$ cat src/rtl/erf_pkg.sv
package erf_pkg;

    localparam int NUM_HASH = 2;

    typedef enum logic [1:0] {
        SL_EMPTY = 2'd0,
        SL_FILL  = 2'd1,
        SL_FULL  = 2'd2
    } slice_state_e;

endpackage

$ cat src/rtl/erf_hash.sv
module erf_hash #(
    parameter int                ADDR_W = 32,
    parameter int                IDX_W  = 8,
    parameter logic [ADDR_W-1:0] MULT   = 32'h9E3779B1
) (
    input  logic [ADDR_W-1:0] addr,
    output logic [IDX_W-1:0]  idx
);

    // Keep the product truncated to ADDR_W bits, then take its top bits.
    logic [ADDR_W-1:0] prod;

    always_comb begin
        prod = addr * MULT;
        idx  = prod[ADDR_W-1 -: IDX_W];
    end

endmodule

$ cat src/rtl/erf_slice.sv
module erf_slice
    import erf_pkg::*;
#(
    parameter int SLICE_CAP = 32,
    parameter int IDX_W     = 8
) (
    input  logic                           clk,
    input  logic                           rst_n,
    input  logic                           ins_en,
    input  logic [NUM_HASH-1:0][IDX_W-1:0] ins_idx,
    input  logic [NUM_HASH-1:0][IDX_W-1:0] qry_idx,
    output logic                           qry_hit
);

    localparam int BITS  = 2 ** IDX_W;
    localparam int CNT_W = $clog2(SLICE_CAP + 1);
    localparam logic [CNT_W-1:0] CAP_V  = CNT_W'(SLICE_CAP);
    localparam logic [CNT_W-1:0] LAST_V = CNT_W'(SLICE_CAP - 1);

    slice_state_e     state, state_nxt;
    logic [BITS-1:0]  bits, bits_nxt;
    logic [CNT_W-1:0] cnt, cnt_nxt;
    logic             clear_now;

    // State register
    always_ff @(posedge clk) begin
        if (!rst_n) state <= SL_EMPTY;
        else        state <= state_nxt;
    end

    // Transitions
    always_comb begin
        state_nxt = state;
        unique case (state)
            SL_EMPTY: if (ins_en) state_nxt = (SLICE_CAP == 1) ? SL_FULL : SL_FILL;
            SL_FILL:  if (ins_en && cnt == LAST_V) state_nxt = SL_FULL;
            SL_FULL:  if (ins_en) state_nxt = (SLICE_CAP == 1) ? SL_FULL : SL_FILL;
                      else        state_nxt = SL_EMPTY;
            default:  state_nxt = SL_EMPTY;
        endcase
    end

    // State-decoded outputs
    always_comb begin
        clear_now = (state == SL_FULL);
        qry_hit   = 1'b1;
        for (int h = 0; h < NUM_HASH; h++)
            qry_hit = qry_hit & bits[qry_idx[h]];
    end

    // Array and counter next values: clear first, then the new insert
    always_comb begin
        bits_nxt = clear_now ? '0 : bits;
        cnt_nxt  = clear_now ? '0 : cnt;
        if (ins_en) begin
            for (int h = 0; h < NUM_HASH; h++)
                bits_nxt[ins_idx[h]] = 1'b1;
            cnt_nxt = cnt_nxt + CNT_W'(1);
        end
    end

    always_ff @(posedge clk) begin
        if (!rst_n) begin
            bits <= '0;
            cnt  <= '0;
        end else begin
            bits <= bits_nxt;
            cnt  <= cnt_nxt;
        end
    end


    cnt_bound_chk: assert property (@(posedge clk) disable iff (!rst_n)
        cnt <= CAP_V);


    ins_bits_set_chk: assert property (@(posedge clk) disable iff (!rst_n)
        ins_en |=> (bits[$past(ins_idx[0])] && bits[$past(ins_idx[1])]));


    cnt_step_chk: assert property (@(posedge clk) disable iff (!rst_n)
        (ins_en && state != SL_FULL) |=> (cnt == $past(cnt) + CNT_W'(1)));


    full_clear_chk: assert property (@(posedge clk) disable iff (!rst_n)
        (state == SL_FULL) |=> (cnt == CNT_W'($past(ins_en))));


    bits_hold_chk: assert property (@(posedge clk) disable iff (!rst_n)
        (!ins_en && state != SL_FULL) |=> $stable(bits));

endmodule

$ cat src/rtl/evict_reuse_filter.sv
module evict_reuse_filter
    import erf_pkg::*;
#(
    parameter int                ADDR_W   = 32,
    parameter int                CAPACITY = 64,
    parameter int                THREADS  = 2,
    parameter logic [ADDR_W-1:0] MULT0    = 32'h9E3779B1,
    parameter logic [ADDR_W-1:0] MULT1    = 32'h85EBCA77,
    localparam int               TID_W    = (THREADS > 1) ? $clog2(THREADS) : 1
) (
    input  logic              clk,
    input  logic              rst_n,
    input  logic              ins_valid,
    input  logic [ADDR_W-1:0] ins_addr,
    input  logic [TID_W-1:0]  ins_tid,
    input  logic [ADDR_W-1:0] qry_addr,
    input  logic [TID_W-1:0]  qry_tid,
    output logic              qry_present
);

    localparam int SLICE_CAP = CAPACITY / THREADS;
    localparam int IDX_W     = $clog2(8 * SLICE_CAP);
    localparam int TID_N     = 2 ** TID_W;

    logic [NUM_HASH-1:0][IDX_W-1:0] ins_idx;
    logic [NUM_HASH-1:0][IDX_W-1:0] qry_idx;
    logic [TID_N-1:0]               hits;

    for (genvar h = 0; h < NUM_HASH; h++) begin : g_hash
        localparam logic [ADDR_W-1:0] M = (h == 0) ? MULT0 : MULT1;
        erf_hash #(.ADDR_W(ADDR_W), .IDX_W(IDX_W), .MULT(M)) u_hins (
            .addr (ins_addr),
            .idx  (ins_idx[h])
        );
        erf_hash #(.ADDR_W(ADDR_W), .IDX_W(IDX_W), .MULT(M)) u_hqry (
            .addr (qry_addr),
            .idx  (qry_idx[h])
        );
    end

    for (genvar t = 0; t < TID_N; t++) begin : g_slice
        if (t < THREADS) begin : g_live
            logic en;
            assign en = ins_valid && (ins_tid == TID_W'(t));
            erf_slice #(.SLICE_CAP(SLICE_CAP), .IDX_W(IDX_W)) u_slice (
                .clk     (clk),
                .rst_n   (rst_n),
                .ins_en  (en),
                .ins_idx (ins_idx),
                .qry_idx (qry_idx),
                .qry_hit (hits[t])
            );
        end else begin : g_pad
            assign hits[t] = 1'b0;
        end
    end

    assign qry_present = hits[qry_tid];

endmodule

$ cat config.mk
export PLATFORM = sky130hd
export DESIGN_NAME = evict_reuse_filter
export DESIGN_NICKNAME = d
export VERILOG_FILES = /design/src/rtl/erf_pkg.sv /design/src/rtl/erf_hash.sv /design/src/rtl/erf_slice.sv /design/src/rtl/evict_reuse_filter.sv
export SDC_FILE = /design/constraint.sdc
export NUM_CORES = 2
export LEC_CHECK = 0
export BUFFER_PORTS_ARGS = -buffer_cell sky130_fd_sc_hd__buf_2
export CORE_AREA = 4 4 404 406
export CTS_BUF_LIST = sky130_fd_sc_hd__clkbuf_8
export DETAILED_ROUTE_END_ITERATION = 16
export DIE_AREA = 0 0 408 410
export PLACE_DENSITY = 0.54
export SLEW_MARGIN = 30
export SYNTH_ARGS = -nofsm -noshare
export SYNTH_HDL_FRONTEND = slang
export SYNTH_SLANG_ARGS = --single-unit
$ cat constraint.sdc
create_clock -name clk -period 17.38 [get_ports clk]
set_input_delay 0 -clock clk [delete_from_list [all_inputs] [get_ports clk]]
set_output_delay 0 -clock clk [all_outputs]
set_load 0.02 [all_outputs]
* Yosys cells after proc, flatten, opt, wreduce, memory -nomap -nowiden *
Cells that the tools add are included.

operators by class
  $add $sub $neg = 2
  div/mod/pow operators = 0
  $mul = 4
  reduce and logical (&&, ||, !) cells = 10
  $lt $le $gt $ge = 7
  eq/ne operators = 10
  shift operators = 0
  bitwise logic cells = 7
  muxes and demuxes = 30

operator list
  cell                      number
  $mux W256                 4
  $or A256 B256 Y256        4
  $mul A32 B32 Y32 const B  4
  $lt A8 B9 Y1 const B      4
  $bmux W1 S8               4
  $mux W6                   4
  $demux W1 S8              2
  $ge A8 B1 Y1 const B      2
  $add A6 B1 Y6 const B     2
  $eq A6 B5 Y1 const B      2
  $pmux W2 S3               2
  $mux W1                   10
  $mux W2                   4
  $ne A2 B1 Y1 const B      4
  $logic_and A1 B1 Y1       6
  $eq A2 B1 Y1 const B      2
  $eq A2 B2 Y1 const B      2
  $logic_not A2 Y1          2
  $reduce_and A2 Y1         2
  $and A1 B1 Y1             2
  $lt A1 B2 Y1 const B      1
  $not A1 Y1                1

word-level totals
  RAM bits = 0
  register bits after elaboration = 528
  memory bits (read-only) = 0
  bits in latches = 0
  memories kept = 0
  output and inout port bits = 1
  logic and storage cells = 76

* Logic depth before layout (Yosys ltp) *
  depth after elaboration = 8
  gate-level depth with buffers = 35
  depth with buffers taken out = 30

* Hierarchy *
From an unflattened synthesis, not the netlist that was laid out.

second synthesis, totals
  cell total of the unflattened synthesis = 6,652
  area, all modules = 66,757.8 um^2

modules (own cells, without submodules)
  module                                  seq. area each (um^2)  times used  cells each  area each (um^2)
  erf_slice at g_slice[0].g_live.u_slice  5,285.1                1           1,666       16,030.4
  erf_slice at g_slice[1].g_live.u_slice  5,285.1                1           1,620       15,866.5
  erf_hash at g_hash[1].u_hins            0.0                    1           910         9,197.6
  erf_hash at g_hash[1].u_hqry            0.0                    1           783         8,750.9
  erf_hash at g_hash[0].u_hins            0.0                    1           837         8,458.1
  erf_hash at g_hash[0].u_hqry            0.0                    1           833         8,426.8
  evict_reuse_filter                      0.0                    1           3           27.5

* Least setup slack after synthesis *
Ideal clock, no wire load.

  kind = in2out
  start = input qry_addr[7]
  end = output qry_present
  stages on the path = 30
  path buffers = 3
  path slack = 9.659 ns
  arrival = 7.721 ns
  cells stage by stage = inv_1 -> fa_1 -> inv_1 -> fa_1 -> fa_1 -> inv_1 -> fa_1 -> inv_1 -> fa_1 -> fa_1 -> fa_1 -> inv_1 -> fa_1 -> inv_1 -> ha_1 -> nand4_1 -> or4_4 -> or3b_1 -> o211ai_2 -> and2_1 -> buf_2 -> buf_6 -> buf_2 -> mux2_1 -> o41a_1 -> o2111ai_1 -> nor4_1 -> a311oi_1 -> nand4_1 -> o22ai_1

between the ends
  cells in the longest elaborated chain, start to end = 6
  elaborated cells between the ends (all ways) = 14

ends and longest elaborated chain
  what                                          RTL line                  RTL
  start: declaration                            evict_reuse_filter.sv:16  input logic [ADDR_W-1:0] qry_addr,
  $mul A32 B32 Y32                              erf_hash.sv:14            prod = addr * MULT;
  $bmux W1 S8                                   erf_slice.sv:48           qry_hit = qry_hit & bits[qry_idx[h]];
  $mux W1 (not written as such)                 erf_slice.sv:48
  $and A1 B1 Y1                                 erf_slice.sv:48
  $mux W1 (not written as such) * (2 in a row)  evict_reuse_filter.sv:58  assign qry_present = hits[qry_tid];
  end: declaration                              evict_reuse_filter.sv:18  output logic qry_present

Mark *: on every way between the ends. The rest lies on a longest branch, timed or not. The select of a mux whose other input is x is not followed.

* Worst setup path after layout *
  start = input qry_addr[8]
  end = output qry_present

Same word-level chain as after synthesis.

==> out/metrics.cfg <==
[critical_path]
end_kind = primary output
worstPathArrival_ps = 10750
rr_startpoint = g_slice[0].g_live.u_slice.state[0]$_SDFFE_PN0P_
cp-endpoint = qry_present
critical_path_required_ps = 17380
crit_path_start = qry_addr[8]
path_max_fanout = 46
worstReg2RegEnd = g_slice[0].g_live.u_slice.bits[60]$_SDFF_PN0_
start_kind = input pin
cp_slowest_cell = buf_4
path_class = in2out
slowest_delay_ps = 790
r2r_slack_ps = 13870
crit_top_cell = fa_1
reg2reg_depth = 6

[global_routing]
grt_pass1_wl_um = 385000
grt_max_degree = 112
antenna_found_initial = 12
first_global_vias = 54400
grt_use_total_pct = 31.3
grt_remaining_overflow = 0

[synthesis]
ys_seq_elements = 528
synth_flop_cell = dfxtp_1
ys_types = 96
syn_avg_cell_area_um2 = 9.42
ys_seq_area_share_pct = 16.7
syn_inst = 6737
yosysTopAreaCellShare_pct = 26.9
synth_most_common_cell = inv_1
synth_common_cells = inv_1 (1366), fa_1 (854), nand2_1 (829)
async_reset_ff_share_pct = 0
synth_area_leaders = fa_1 (27%), dfxtp_1 (17%), ha_1 (13%)
netlist_area_mm2 = 0.0635
ys_warn_count = 0
synth_edf_count = 0
syn-num-nets = 8308
synth_top_cell_by_area = fa_1

[floorplanning]
rows = 147
dieHeight_um = 410
core_mm2 = 0.160
start_util_pct = 39.7
pin_count = 70
die_w_um = 408
fp.dieArea_mm2 = 0.167

[route]
wire_per_inst_um = 30.2
drtPass1Iterations = 9
vias = 54300
ant_nets = 0
vias_per_cell = 6.16
drt_wl_total_um = 266000
drtIter0Drc = 7550
drc = 0

[cells_and_area]
fin_cells = 8822
area_growth_pct = 7.15
postLayoutCoreUtil_pct = 42.6
fillCellCount = 15700
nets = 8226
drive_above_1_share_pct = 8.14

[clocking]
postCtsSetupBuffers = 0
cts_resized = 0
cts_root_buf = clkbuf_8
clock_latency_ps = 790
cts.clk_slew.worst_paths_ps = 60
clockBufferDepth = 3
cts.sinks = 528
cts_tree = done
cts_hold_buf = 5
cts_buffers = 95
h-tree-depth = 3

[placement]
dp.cells = 8638
portBuffers = 69
dp_hpwl_um = 200000
gp_congestion = 1.06

[sta]
slew_violations = 0
max-slew-margin-rel_pct = 22.1
finalSetupTns_ps = 0
max_freq_mhz = 93.0
rsz0062_at_grt = no
skew_ps = 61.9
period_share_pct = 61.9
setup_viol = 0
period_needed_ps = 10750
tightestPinTransition_ps = 1170
hold_violations = 0

[status]
status = complete, no violations

[worst_hold_path]
hp-class = in2reg
min_path_cells = 4

[flow_run]
maxCapViolations = 0

==> cell type report <==
type                            instances  area (µm²)  area share [%]
Tap cell                             2086        2610            3.84
Multi-Input combinational cell       4497       46600            68.5
Timing Repair Buffer                  167        1130            1.67
Clock buffer                          119        1640            2.41
Sequential cell                       528       10600            15.5
Inverter                             1366        5130            7.54
Antenna cell                            6        15.0          0.0221
Clock inverter                         53         342           0.502
==> critical path: cells and delay by family <==
family                   cells  cell delay (ps)
multiplexers                 3             1300
adder cells (fa/ha/maj)      9             4750
AND/OR/NAND/NOR              2              430
AO/OA/AOI/OAI                5              970
buffers and inverters       10             3060
==> cell usage in the layout, fill, tap and decap left out, types with 65 or more instances in the layout <==
master / instances
fa_1: 854
nand2_1: 809
ha_1: 648
buf_2: 69
o2bb2a_1: 67
nor2_1: 135
inv_1: 1402
dfxtp_1: 528
clkbuf_8: 119
xnor2_1: 137
a21oi_1: 65
nand3_1: 188
mux2i_1: 132
a22oi_1: 73
o21ai_0: 209
o221ai_1: 364
buf_4: 89
mux4_2: 137
==> per-stage QoR <==
| step | cell area (µm²) | setup WS (ps) | hold WS, ps |
|---|---|---|---|
| after floorplan | 63500 | 9660 | 210 |
| after global placement | 65800 | 7130 | 363 |
| after detailed placement | 65900 | 6960 | 366 |
| after CTS | 68000 | 6960 | 177 |
| after global routing | 68000 | 6450 | 251 |
| final | 68000 | 6630 | 211 |
==> worst min-delay path by stage <==
stage	from	endpoint	slack, ps
6_report	rst_n	g_slice[1].g_live.u_slice.state[1]$_SDFFE_PN0P_	210
5_1_grt	rst_n	g_slice[1].g_live.u_slice.state[1]$_SDFFE_PN0P_	250
4_1_cts	rst_n	g_slice[1].g_live.u_slice.state[1]$_SDFFE_PN0P_	180
3_5_place_dp	ins_valid	g_slice[1].g_live.u_slice.cnt[1]$_SDFF_PN0_	370
3_3_place_gp	ins_valid	g_slice[1].g_live.u_slice.cnt[1]$_SDFF_PN0_	360
2_1_floorplan	ins_valid	g_slice[1].g_live.u_slice.cnt[1]$_SDFF_PN0_	210
==> cells by family (layout without fill, tap and decap cells) <==
logic type | count (synthesis) | count (layout) | synth area share, %
mux | 293 | 293 | 7.37
fa+ha+maj | 1502 | 1502 | 39.7
other cells | 0 | 6 | 0
compound gates | 1117 | 1117 | 13.6
simple gates | 1409 | 1409 | 9.76
xor+xnor | 176 | 176 | 2.45
buf+inv | 1712 | 1705 | 10.5
flops | 528 | 528 | 16.7
==> state kept, by name, indices dropped and copies added, names as in the netlist <==
signal	flops
g_slice.g_live.u_slice.cnt	12
g_slice.g_live.u_slice.bits	512
g_slice.g_live.u_slice.state	4
==> routing by layer <==
layer  vias up  GRT usage [%]  wire length, µm
li1      22600              -                -
met4         6           16.6            18000
met3       851           8.32            30100
met5         -          0.345               82
met2      3434           47.0           113000
met1     27400           41.4           105000
Power is left out: the tool's default activity adds up to more than one toggle a clock period on the data nets, which glitch-free logic cannot reach.
